==> src/rtl/adc_seq_pkg.sv <==
package adc_seq_pkg;

    typedef enum logic [1:0] {
        MODE_SINGLE = 2'b00,
        MODE_SCAN4  = 2'b01,
        MODE_SCAN8  = 2'b10,
        MODE_SCAN12 = 2'b11
    } scan_mode_e;

    typedef enum logic [0:0] {
        SQ_IDLE = 1'b0,
        SQ_WAIT = 1'b1
    } seq_state_e;

    typedef struct packed {
        logic       start;
        logic       done;
        scan_mode_e mode;
        logic       cont;
        logic       irq_en;
    } ctrl_word_t;

    // Number of channels a mode converts, limited by the instance cap.
    function automatic int unsigned group_len(input scan_mode_e m, input int unsigned cap);
        int unsigned n;
        case (m)
            MODE_SCAN4:  n = 4;
            MODE_SCAN8:  n = 8;
            MODE_SCAN12: n = 12;
            default:     n = 1;
        endcase
        if (m != MODE_SINGLE && n > cap) begin
            n = cap;
        end
        return n;
    endfunction

endpackage

==> src/rtl/adc_seq_ctrl_reg.sv <==
module adc_seq_ctrl_reg
    import adc_seq_pkg::*;
#(
    parameter int CH_W = 4
) (
    input  logic            clk,
    input  logic            rst,
    input  logic            wr_en,
    input  ctrl_word_t      wr_word,
    input  logic [CH_W-1:0] wr_sel,
    input  logic            pass_end,
    input  logic            auto_stop,
    output ctrl_word_t      cur,
    output logic [CH_W-1:0] cur_sel,
    output logic            irq
);

    always_ff @(posedge clk) begin
        if (rst) begin
            cur     <= '0;
            cur_sel <= '0;
        end else begin
            if (wr_en) begin
                cur.start  <= wr_word.start;
                cur.mode   <= wr_word.mode;
                cur.cont   <= wr_word.cont;
                cur.irq_en <= wr_word.irq_en;
                cur_sel    <= wr_sel;
            end else if (auto_stop) begin
                cur.start <= 1'b0;
            end
            if (pass_end) begin
                cur.done <= 1'b1;
            end else if (wr_en && !wr_word.done) begin
                cur.done <= 1'b0;
            end
        end
    end

    assign irq = cur.done & cur.irq_en;


    done_rise_chk: assert property (@(posedge clk) disable iff (rst)
        $rose(cur.done) |-> $past(pass_end));


    start_fall_chk: assert property (@(posedge clk) disable iff (rst)
        $fell(cur.start) |-> ($past(auto_stop) || $past(wr_en && !wr_word.start)));

endmodule

==> src/rtl/adc_seq_fsm.sv <==
module adc_seq_fsm
    import adc_seq_pkg::*;
#(
    parameter int NUM_CH    = 12,
    parameter int CH_W      = 4,
    parameter int GROUP_CAP = 12
) (
    input  logic            clk,
    input  logic            rst,
    input  logic            start,
    input  scan_mode_e      mode,
    input  logic            cont,
    input  logic [CH_W-1:0] sel,
    input  logic            conv_done,
    output logic            conv_start,
    output logic [CH_W-1:0] conv_ch,
    output logic            res_we,
    output logic            pass_end,
    output logic            auto_stop
);

    seq_state_e      st_q, st_d;
    logic [CH_W-1:0] ch_q, ch_d;
    logic [CH_W-1:0] last_q, last_d;
    logic            single_q, single_d;
    logic            cont_q, cont_d;
    logic            issue_q, issue_d;
    logic            at_last;

    assign at_last = (ch_q == last_q);

    always_comb begin
        st_d      = st_q;
        ch_d      = ch_q;
        last_d    = last_q;
        single_d  = single_q;
        cont_d    = cont_q;
        issue_d   = 1'b0;
        pass_end  = 1'b0;
        auto_stop = 1'b0;
        case (st_q)
            SQ_IDLE: begin
                if (start) begin
                    st_d     = SQ_WAIT;
                    issue_d  = 1'b1;
                    single_d = (mode == MODE_SINGLE);
                    cont_d   = cont;
                    if (mode == MODE_SINGLE) begin
                        ch_d   = sel;
                        last_d = sel;
                    end else begin
                        ch_d   = '0;
                        last_d = CH_W'(group_len(mode, GROUP_CAP) - 1);
                    end
                end
            end
            SQ_WAIT: begin
                if (conv_done) begin
                    if (!start) begin
                        st_d = SQ_IDLE;
                    end else if (at_last) begin
                        pass_end = 1'b1;
                        if (cont_q && !single_q) begin
                            ch_d    = '0;
                            issue_d = 1'b1;
                        end else begin
                            auto_stop = 1'b1;
                            st_d      = SQ_IDLE;
                        end
                    end else begin
                        ch_d    = ch_q + 1'b1;
                        issue_d = 1'b1;
                    end
                end
            end
            default: st_d = SQ_IDLE;
        endcase
    end

    always_ff @(posedge clk) begin
        if (rst) begin
            st_q     <= SQ_IDLE;
            ch_q     <= '0;
            last_q   <= '0;
            single_q <= 1'b0;
            cont_q   <= 1'b0;
            issue_q  <= 1'b0;
        end else begin
            st_q     <= st_d;
            ch_q     <= ch_d;
            last_q   <= last_d;
            single_q <= single_d;
            cont_q   <= cont_d;
            issue_q  <= issue_d;
        end
    end

    assign conv_start = issue_q;
    assign conv_ch    = ch_q;
    assign res_we     = (st_q == SQ_WAIT) && conv_done;


    scan_order_chk: assert property (@(posedge clk) disable iff (rst)
        (conv_start && $past(st_q == SQ_WAIT) && !single_q) |->
            ((conv_ch == $past(conv_ch) + 1'b1) ||
             (conv_ch == '0 && $past(conv_ch) == last_q)));


    group_bound_chk: assert property (@(posedge clk) disable iff (rst)
        (conv_start && !single_q) |-> (conv_ch <= last_q && int'(last_q) < GROUP_CAP && int'(last_q) < NUM_CH));


    abort_stop_chk: assert property (@(posedge clk) disable iff (rst)
        (st_q == SQ_WAIT && conv_done && !start) |=> (!conv_start && st_q == SQ_IDLE));

endmodule

==> src/rtl/adc_seq_result_bank.sv <==
module adc_seq_result_bank #(
    parameter int NUM_CH = 12,
    parameter int CH_W   = 4,
    parameter int RES_W  = 10
) (
    input  logic             clk,
    input  logic             rst,
    input  logic             we,
    input  logic [CH_W-1:0]  wr_ch,
    input  logic [RES_W-1:0] wr_data,
    input  logic [CH_W-1:0]  rd_ch,
    output logic [RES_W-1:0] rd_data
);

    logic [NUM_CH-1:0][RES_W-1:0] flat;

    for (genvar i = 0; i < NUM_CH; i++) begin : g_slot
        logic [RES_W-1:0] slot_q;
        always_ff @(posedge clk) begin
            if (rst) begin
                slot_q <= '0;
            end else if (we && wr_ch == CH_W'(i)) begin
                slot_q <= wr_data;
            end
        end
        assign flat[i] = slot_q;
    end

    always_comb begin
        rd_data = '0;
        for (int k = 0; k < NUM_CH; k++) begin
            if (rd_ch == CH_W'(k)) begin
                rd_data = flat[k];
            end
        end
    end


    result_write_chk: assert property (@(posedge clk) disable iff (rst)
        (we && int'(wr_ch) < NUM_CH) |=> (flat[$past(wr_ch)] == $past(wr_data)));

endmodule

==> src/rtl/adc_scan_seq.sv <==
module adc_scan_seq
    import adc_seq_pkg::*;
#(
    parameter int NUM_CH    = 12,
    parameter int MAX_GROUP = 12,
    parameter int RES_W     = 10,
    parameter int CH_W      = $clog2(NUM_CH)
) (
    input  logic             clk,
    input  logic             rst,
    input  logic             cfg_wr,
    input  logic             cfg_start,
    input  logic             cfg_done,
    input  logic [1:0]       cfg_mode,
    input  logic             cfg_cont,
    input  logic             cfg_irq_en,
    input  logic [CH_W-1:0]  cfg_sel,
    output logic             stat_start,
    output logic             stat_done,
    output logic             irq,
    output logic             conv_start,
    output logic [CH_W-1:0]  conv_ch,
    input  logic             conv_done,
    input  logic [RES_W-1:0] conv_data,
    input  logic [CH_W-1:0]  rd_ch,
    output logic [RES_W-1:0] rd_data
);

    localparam int GROUP_CAP = (MAX_GROUP < NUM_CH) ? MAX_GROUP : NUM_CH;

    ctrl_word_t      wr_word;
    ctrl_word_t      cur;
    logic [CH_W-1:0] cur_sel;
    logic            pass_end;
    logic            auto_stop;
    logic            res_we;

    always_comb begin
        wr_word.start  = cfg_start;
        wr_word.done   = cfg_done;
        wr_word.mode   = scan_mode_e'(cfg_mode);
        wr_word.cont   = cfg_cont;
        wr_word.irq_en = cfg_irq_en;
    end

    adc_seq_ctrl_reg #(
        .CH_W(CH_W)
    ) ctrl_i (
        .clk      (clk),
        .rst      (rst),
        .wr_en    (cfg_wr),
        .wr_word  (wr_word),
        .wr_sel   (cfg_sel),
        .pass_end (pass_end),
        .auto_stop(auto_stop),
        .cur      (cur),
        .cur_sel  (cur_sel),
        .irq      (irq)
    );

    adc_seq_fsm #(
        .NUM_CH   (NUM_CH),
        .CH_W     (CH_W),
        .GROUP_CAP(GROUP_CAP)
    ) fsm_i (
        .clk       (clk),
        .rst       (rst),
        .start     (cur.start),
        .mode      (cur.mode),
        .cont      (cur.cont),
        .sel       (cur_sel),
        .conv_done (conv_done),
        .conv_start(conv_start),
        .conv_ch   (conv_ch),
        .res_we    (res_we),
        .pass_end  (pass_end),
        .auto_stop (auto_stop)
    );

    adc_seq_result_bank #(
        .NUM_CH(NUM_CH),
        .CH_W  (CH_W),
        .RES_W (RES_W)
    ) bank_i (
        .clk    (clk),
        .rst    (rst),
        .we     (res_we),
        .wr_ch  (conv_ch),
        .wr_data(conv_data),
        .rd_ch  (rd_ch),
        .rd_data(rd_data)
    );

    assign stat_start = cur.start;
    assign stat_done  = cur.done;

endmodule

==> config.mk <==
export PLATFORM = sky130hd
export DESIGN_NAME = adc_scan_seq
export DESIGN_NICKNAME = d
export VERILOG_FILES = /design/src/rtl/adc_seq_pkg.sv /design/src/rtl/adc_seq_ctrl_reg.sv /design/src/rtl/adc_seq_fsm.sv /design/src/rtl/adc_seq_result_bank.sv /design/src/rtl/adc_scan_seq.sv
export SDC_FILE = /design/constraint.sdc
export NUM_CORES = 1
export LEC_CHECK = 0
export ABC_AREA = 1
export ABC_CLOCK_PERIOD_IN_PS = 3100
export BUFFER_PORTS_ARGS = -buffer_cell sky130_fd_sc_hd__buf_4
export CAP_MARGIN = 40
export CORE_UTILIZATION = 30
export DETAILED_ROUTE_END_ITERATION = 10
export PLACE_DENSITY_LB_ADDON = 0.25
export SLEW_MARGIN = 30
export SYNTH_ARGS = -nofsm -noshare
export SYNTH_HDL_FRONTEND = slang
export SYNTH_HIERARCHICAL = 1
export SYNTH_SLANG_ARGS = --single-unit
==> constraint.sdc <==
create_clock -name clk -period 3.1 [get_ports clk]
set_clock_uncertainty 0.1 [all_clocks]
set_input_delay 0 -clock clk [delete_from_list [all_inputs] [get_ports clk]]
set_output_delay 0 -clock clk [all_outputs]
set_load 0.02 [all_outputs]
==> flow_summary.yaml, run 1 <==
clock_network:
  clkLatencyLatePin_ns: 0.43
  htreeDepth: 4
  cts.path.max_buffers: 2
  cts_buffers: 17
  cts_root_buffer: "clkbuf_16"
  cts_sinks: 142
  cts_tree: "yes"
  cts_resized: 0
  clk_pin_slew_ns: 0.06
detailed_routing:
  first_pass_iters: 5
  drtIter0Drc: 508
  vias: 6237
  ant_nets: 0
  viasPerCell: 4.77
  drc: 0
  wl_per_cell_um: 15.7
  routed_wl_mm: 20.5
global_routing:
  grt-ovfl-total: 0
  grt_usage_pct: 19.6
  grt_start_max_net_pins: 95
  grt_pass1_vias: 5806
  grt_pass1_wl_mm: 33.0
  antenna_found_initial: 0
setup_path:
  critPathArrivalTime_ns: 2.42
  crit_buf_inv: 5
  rr_endpoint: "ctrl_i/cur[5]"
  slowest_stage: "dlygate4sd3_1"
  regToRegSetupSlack_ns: 0.91
  crit_cells: 7
  cp-start-kind: "primary input"
  cp_top_family: "buffers and inverters"
  crit_fanout: 34
  slowest_delay_ns: 0.57
  worst-setup-path-type: "in -> reg"
  crit_top_cell: "dlygate4sd3_1"
  r2r_start: "fsm_i/st_q"
  cp-startpoint: "rst"
  crit_chain: "dlygate4sd3_1 -> buf_4 -> inv_1 -> o21ai_0 -> dlygate4sd3_1 -> nor2_1 -> dlygate4sd3_1"
  crit_path_end_kind: "flop"
  crit_required_ns: 3.32
  reg2regPathDepth: 9
power:
  totalPowerFinal_mw: 4.58
  p_leak_nw: 3.02
  internal-power_mw: 3.44
  power.share.switching_pct: 24.9
  seq_power_share_pct: 41.3
  power.share.clock_pct: 49.2
  combPwrFrac_pct: 9.5
  p_switching_mw: 1.14
  p_per_area_nw_per_um2: 562
  vdd_drop_max_mv: 0.278
synthesis:
  synth_area_leader_cell: "dfxtp_1"
  yosysSeqAreaShare_pct: 43.6
  synth-edff-count: 0
  yosys-top-cells-count: "nand2_1, dfxtp_1, a21oi_1"
  synth_top_area_share_pct: 43.6
  synthFlopType: "dfxtp_1"
  syn_nets: 979
  post-synth-top-count-cell: "nand2_1"
  synth_area_um2: 6520
  syn_area_per_cell_um2: 6.86
  synthTopCellsByArea: "dfxtp_1, nand2_1, a21oi_1"
  synthCells: 950
  async_flop_share_pct: 0
  synth_seq_cells: 142
  ys_warn_count: 6
  synth_cell_type_count: 35
layout:
  fin_nets: 1049
  drive_gt1_share_pct: 13.7
  n_fill_cell: 2191
  diodes: 0
  areaGrowthSynthToFinish_pct: 24.9
sta:
  fin_setup_tns_ns: 0
  fmax_mhz: 454
  hold_viol: 0
  slew_viol_final: 0
  slew-limit-headroom_pct: 52.5
  finalSetupViolations: 0
  finalCriticalPeriod_ns: 2.20
  rsz0062_at_grt: "false"
  fin_crit_sh_pct: 71.1
  tightest_slew_ns: 0.712
run_status:
  status: "completed"
floorplan:
  core-area_um2: 21200
  dieArea_um2: 22300
  start_util_pct: 30.8
  io_pins: 46
  die_x_um: 149
  die-height_um: 149
  row_count: 53
placement:
  numPortBuffers: 45
  dp_hpwl_mm: 13.5
  gp_congestion: 0.815
run:
  drv_cap: 0
min_path:
  hp-class: "reg -> reg"
  holdPathStages: 2
  hold_path.startpoint: "fsm_i/cont_q"
  hold_end: "fsm_i/cont_q"
-- state kept, by name, summed over array words and instances, names as in the netlist --
signal                count
ctrl_i/cur                6
fsm_i/conv_start          1
fsm_i/single_q            1
fsm_i/conv_ch             4
fsm_i/cont_q              1
bank_i/g_slot.slot_q    120
fsm_i/st_q                1
ctrl_i/cur_sel            4
fsm_i/last_q              4
-- worst max-delay path by stage --
stage,end
CTS,ctrl_i/cur[5]
detailed placement,bank_i/g_slot[10].slot_q[7]
global route,ctrl_i/cur[5]
global placement,bank_i/g_slot[10].slot_q[2]
floorplan,bank_i/g_slot[5].slot_q[6]
finish,ctrl_i/cur[5]
-- routing by layer --
| layer | track usage, % | wire length, µm | part of all wire, % |
|---|---|---|---|
| met5 | 0 | 0 | 0 |
| met4 | 5.56 | 242 | 1.2 |
| met3 | 3.67 | 998 | 4.9 |
| met2 | 29.6 | 9200 | 45 |
| met1 | 28.0 | 10100 | 49 |
-- cell families after synthesis --
family,share of synthesized area [%]
compound gates,13.0
xor+xnor,0.269
fa+ha+maj,0.192
buf+inv,7.30
flops,43.6
simple gates,35.6
-- layout make-up --
class	count	area, µm²	share of cell area, %
clock inverter	14	218	2.67
tap	275	344	4.23
clock buffer	18	429	5.27
timing repair buffer	98	856	10.5
inverter	67	251	3.09
multi-input combinational	694	3200	39.3
sequential	142	2840	34.9
-- metrics by stage --
stage / worst slack [ns] / util [%] / instances / hold WS (ns) / instance area (µm²)
after global routing: 0.712 / 38.5 / 1308 / 0.363 / 8140
final: 0.896 / 38.5 / 1308 / 0.351 / 8140
after global placement: 1.02 / 33.4 / 1233 / 0.125 / 7060
after CTS: 0.950 / 38.5 / 1308 / 0.292 / 8140
after floorplan: 1.47 / - / 950 / -0.0376 / 6520
after detailed placement: 1.03 / 33.4 / 1233 / 0.129 / 7060
-- layout by cell type (no fill, tap or decap), types with 17 or more instances in the layout --
master,n
a21oi_1,125
dlygate4sd3_1,43
dfxtp_1,142
nand2_1,323
buf_4,54
nand4_1,22
clkbuf_16,17
nand3_1,58
nor2_1,77
inv_1,46
-- tightest hold or removal path: cells and delay by family, from the launching register on --
family                 cells  cell delay [ns]
DFF                        1             0.29
AOI/OAI and AO/OA          1             0.06
buffers and inverters      1             0.05
-- power by group through the flow --
| stage | Clock (mW) | Sequential (mW) | Combinational (mW) |
|---|---|---|---|
| 2_1_floorplan | 0 | 1.93 | 0.249 |
| 3_3_place_gp | 0 | 1.93 | 0.392 |
| 6_report | 2.25 | 1.89 | 0.437 |
| 4_1_cts | 2.29 | 1.89 | 0.435 |
| 3_5_place_dp | 0 | 1.93 | 0.390 |
| 5_1_grt | 2.35 | 1.89 | 0.478 |
-- what timing repair did --
action	in CTS	in global routing
hold buffers	43	0
setup buffers	0	0
endpoints found under the hold margin	138	0
No activity file was read; power rests on OpenSTA's default activity.
==> run 2, diff against run 1 <==
ABC_AREA = 0   (was 1)
ABC_CLOCK_PERIOD_IN_PS = 1800   (was 3100)
clock period = 1.8 ns   (was 3.1 ns; I/O delays follow)
==> run 2 against run 1 <==
  * Global-route usage down 1.3 points
  * The run now ends with negative setup slack left
  * Register-to-register slack worse by 0.81 ns
  * Via count is 9.4% lower
  * Worst hold slack is essentially flat
  * Count of clock-buffer cells in the layout is the same
  * Synthesized area rose by 1.6%
  * Critical endpoint is now rd_data[4]
  * Sequential power grew 70%
  * Non-clock buffer count grew 30
  * Clock power rose by 72%
  * Sequential share of layout area decreased by 1.6 points
  * Largest power group unchanged
  * Final cell count down 14%
==> flow_summary.yaml, run 2 <==
run_status:
  status: "complete, but fails checks"
  failed_checks: "negative setup slack"
clock_network:
  htreeDepth: 4
  clkLatencyLatePin_ns: 0.43
  cts_root_buffer: "clkbuf_16"
  cts_tree: "yes"
  cts_buffers: 17
  clk_pin_slew_ns: 0.06
  cts_sinks: 142
  cts.path.max_buffers: 2
layout:
  reg.largest.list: "bank_i/g_slot.slot_q (120), ctrl_i/cur (6)"
  n_fill_cell: 2183
  regMostFlops: "bank_i/g_slot.slot_q"
  drive_gt1_share_pct: 21.4
  multi_input_area_um2: 3530
  seqCellArea_um2: 2860
  fin_cells: 1130
  fin_nets: 871
  largest_reg_flops: 120
  areaGrowthSynthToFinish_pct: 29.6
  diodes: 0
  final_cell_mix: "dfxtp_1, nand2_1, nor2_1"
  final_common_cell: "dfxtp_1"
sta:
  fin_crit_sh_pct: 110
  finalCriticalPeriod_ns: 1.97
  slew_viol_final: 0
  rsz0062_at_grt: "true"
  hold_viol: 0
  slew-limit-headroom_pct: 65.6
  setup_slack_ns: -0.174
  tightest_slew_ns: 0.515
  fmax_mhz: 507
  finalSetupViolations: 5
detailed_routing:
  wl_per_cell_um: 17.2
  vias: 5653
  viasPerCell: 5.00
  drc: 0
  routed_wl_mm: 19.5
  first_pass_iters: 5
  drtIter0Drc: 453
  ant_nets: 0
run:
  drv_cap: 0
synthesis:
  synthTopCellsByArea: "dfxtp_1, mux2i_1, a21oi_1"
  synth_seq_cells: 142
  synth-edff-count: 0
  synthCells: 760
  synth_cell_type_count: 52
  syn_area_per_cell_um2: 8.71
  synth_area_leader_cell: "dfxtp_1"
  post-synth-top-count-cell: "dfxtp_1"
  synth_area_um2: 6620
  synthFlopType: "dfxtp_1"
  async_flop_share_pct: 0
  synth_top_area_share_pct: 43.0
  ys_warn_count: 6
  yosys-top-cells-count: "dfxtp_1, nand2_1, nor2_1"
  yosysSeqAreaShare_pct: 43.0
  syn_nets: 789
setup_path:
  critPathArrivalTime_ns: 1.87
  crit_required_ns: 1.70
  crit_path_end_kind: "primary output"
  worst-setup-path-type: "reg -> out"
  crit_fanout: 3
  cp-start-kind: "flop"
placement:
  gp_congestion: 0.810
  numPortBuffers: 45
  post-place-ws_ns: 0.0358
  post-place-cells: 1063
  dp_hpwl_mm: 12.8
global_routing:
  grt_start_max_net_pins: 41
  grt_pass1_wl_mm: 31.4
  antenna_found_initial: 0
  grt_pass1_vias: 5539
  grt_usage_pct: 18.3
  grt-ovfl-total: 0
floorplan:
  io_pins: 46
  die_x_um: 151
  dieArea_um2: 22700
  start_util_pct: 31.0
  die-height_um: 151
  core-area_um2: 21400
  row_count: 53
power:
  seq_power_share_pct: 41.1
  internal-power_mw: 5.89
  vdd_drop_max_mv: 0.562
  power.share.switching_pct: 24.8
  p_leak_nw: 3.36
  power.share.clock_pct: 49.5
  combPwrFrac_pct: 9.5
  p_per_area_nw_per_um2: 914
  totalPowerFinal_mw: 7.84
  p_switching_mw: 1.94
min_path:
  hp-class: "in -> reg"
==> run 2: changes by cell type after synthesis, moves of 15 or more <==
| cell | change |
|---|---|
| inv_1 | -37 |
| o21ai_0 | +45 |
| nand4_1 | -22 |
| nand3_1 | -41 |
| nand2b_1 | +16 |
| inv_2 | -15 |
| mux2i_1 | +81 |
| nand2_1 | -231 |
| a21oi_1 | -47 |
==> run 2: final cells by class <==
type	count	area share, %
inverter	9	0.394
multi-input combinational	544	41.1
tap	275	4.01
timing repair buffer	128	13.6
clock buffer	18	5.12
sequential	142	33.4
clock inverter	14	2.42
==> run 2: layer usage <==
metal / global-route usage (%) / wire, µm / up-vias
met5: 0 / 0 / -
li1: - / - / 2823
met2: 29.4 / 9200 / 101
met4: 5.45 / 253 / 0
met1: 24.4 / 9390 / 2708
met3: 3.88 / 620 / 21
==> run 2: stage by stage <==
| step | instance area (µm²) | hold WS, ns | setup TNS [ns] | util (%) |
|---|---|---|---|---|
| global placement | 7470 | 0.137 | 0 | 35.0 |
| floorplan | 6620 | -0.0386 | 0 | - |
| global route | 8580 | 0.362 | -0.622 | 40.2 |
| detailed placement | 7470 | 0.141 | 0 | 35.0 |
| finish | 8580 | 0.351 | -0.244 | 40.2 |
| CTS | 8490 | 0.314 | -0.272 | 39.8 |
==> run 2: repair_timing <==
action                                 in CTS  in global routing
endpoints found under the hold margin     136                  0
resized for setup                          15                 19
pin swaps                                   9                 16
setup buffers                               0                  3
setup endpoints to repair                  11                 24
hold buffers                               33                  0
cloned                                      0                  0
==> run 2: kinds of logic after synthesis <==
logic type	after synthesis	synth area share (%)
xor+xnor	6	0.794
mux	99	17.7
fa+ha+maj	1	0.189
flops	142	43.0
compound gates	187	16.3
buf+inv	74	4.93
simple gates	251	17.1
==> run 2: worst max-delay path: stages, from the launching register on <==
cell	delay [ns]
dfxtp_1	0.35
o21ai_0	0.11
o32a_1	0.40
o41ai_4	0.39
buf_4	0.20
==> run 2: power by group through the flow <==
stage | clock network (mW) | registers, mW | logic (mW)
floorplan | 0 | 3.29 | 0.372
global placement | 0 | 3.29 | 0.646
detailed placement | 0 | 3.29 | 0.644
CTS | 3.93 | 3.22 | 0.713
global route | 4.10 | 3.22 | 0.799
finish | 3.88 | 3.22 | 0.741
==> run 2: path summary, 6_finish.rpt <==
| path | from | end | slack, ns | cells after the start |
|---|---|---|---|---|
| worst min-delay path | cfg_wr | ctrl_i/cur[5] | 0.35 | 4 |
| worst max register to register | fsm_i/st_q | bank_i/g_slot[3].slot_q[4] | 0.10 | 6 |
| worst max-delay path | bank_i/g_slot[10].slot_q[4] | rd_data[4] | -0.17 | 4 |
| worst min register to register | fsm_i/cont_q | fsm_i/cont_q | 0.35 | 2 |
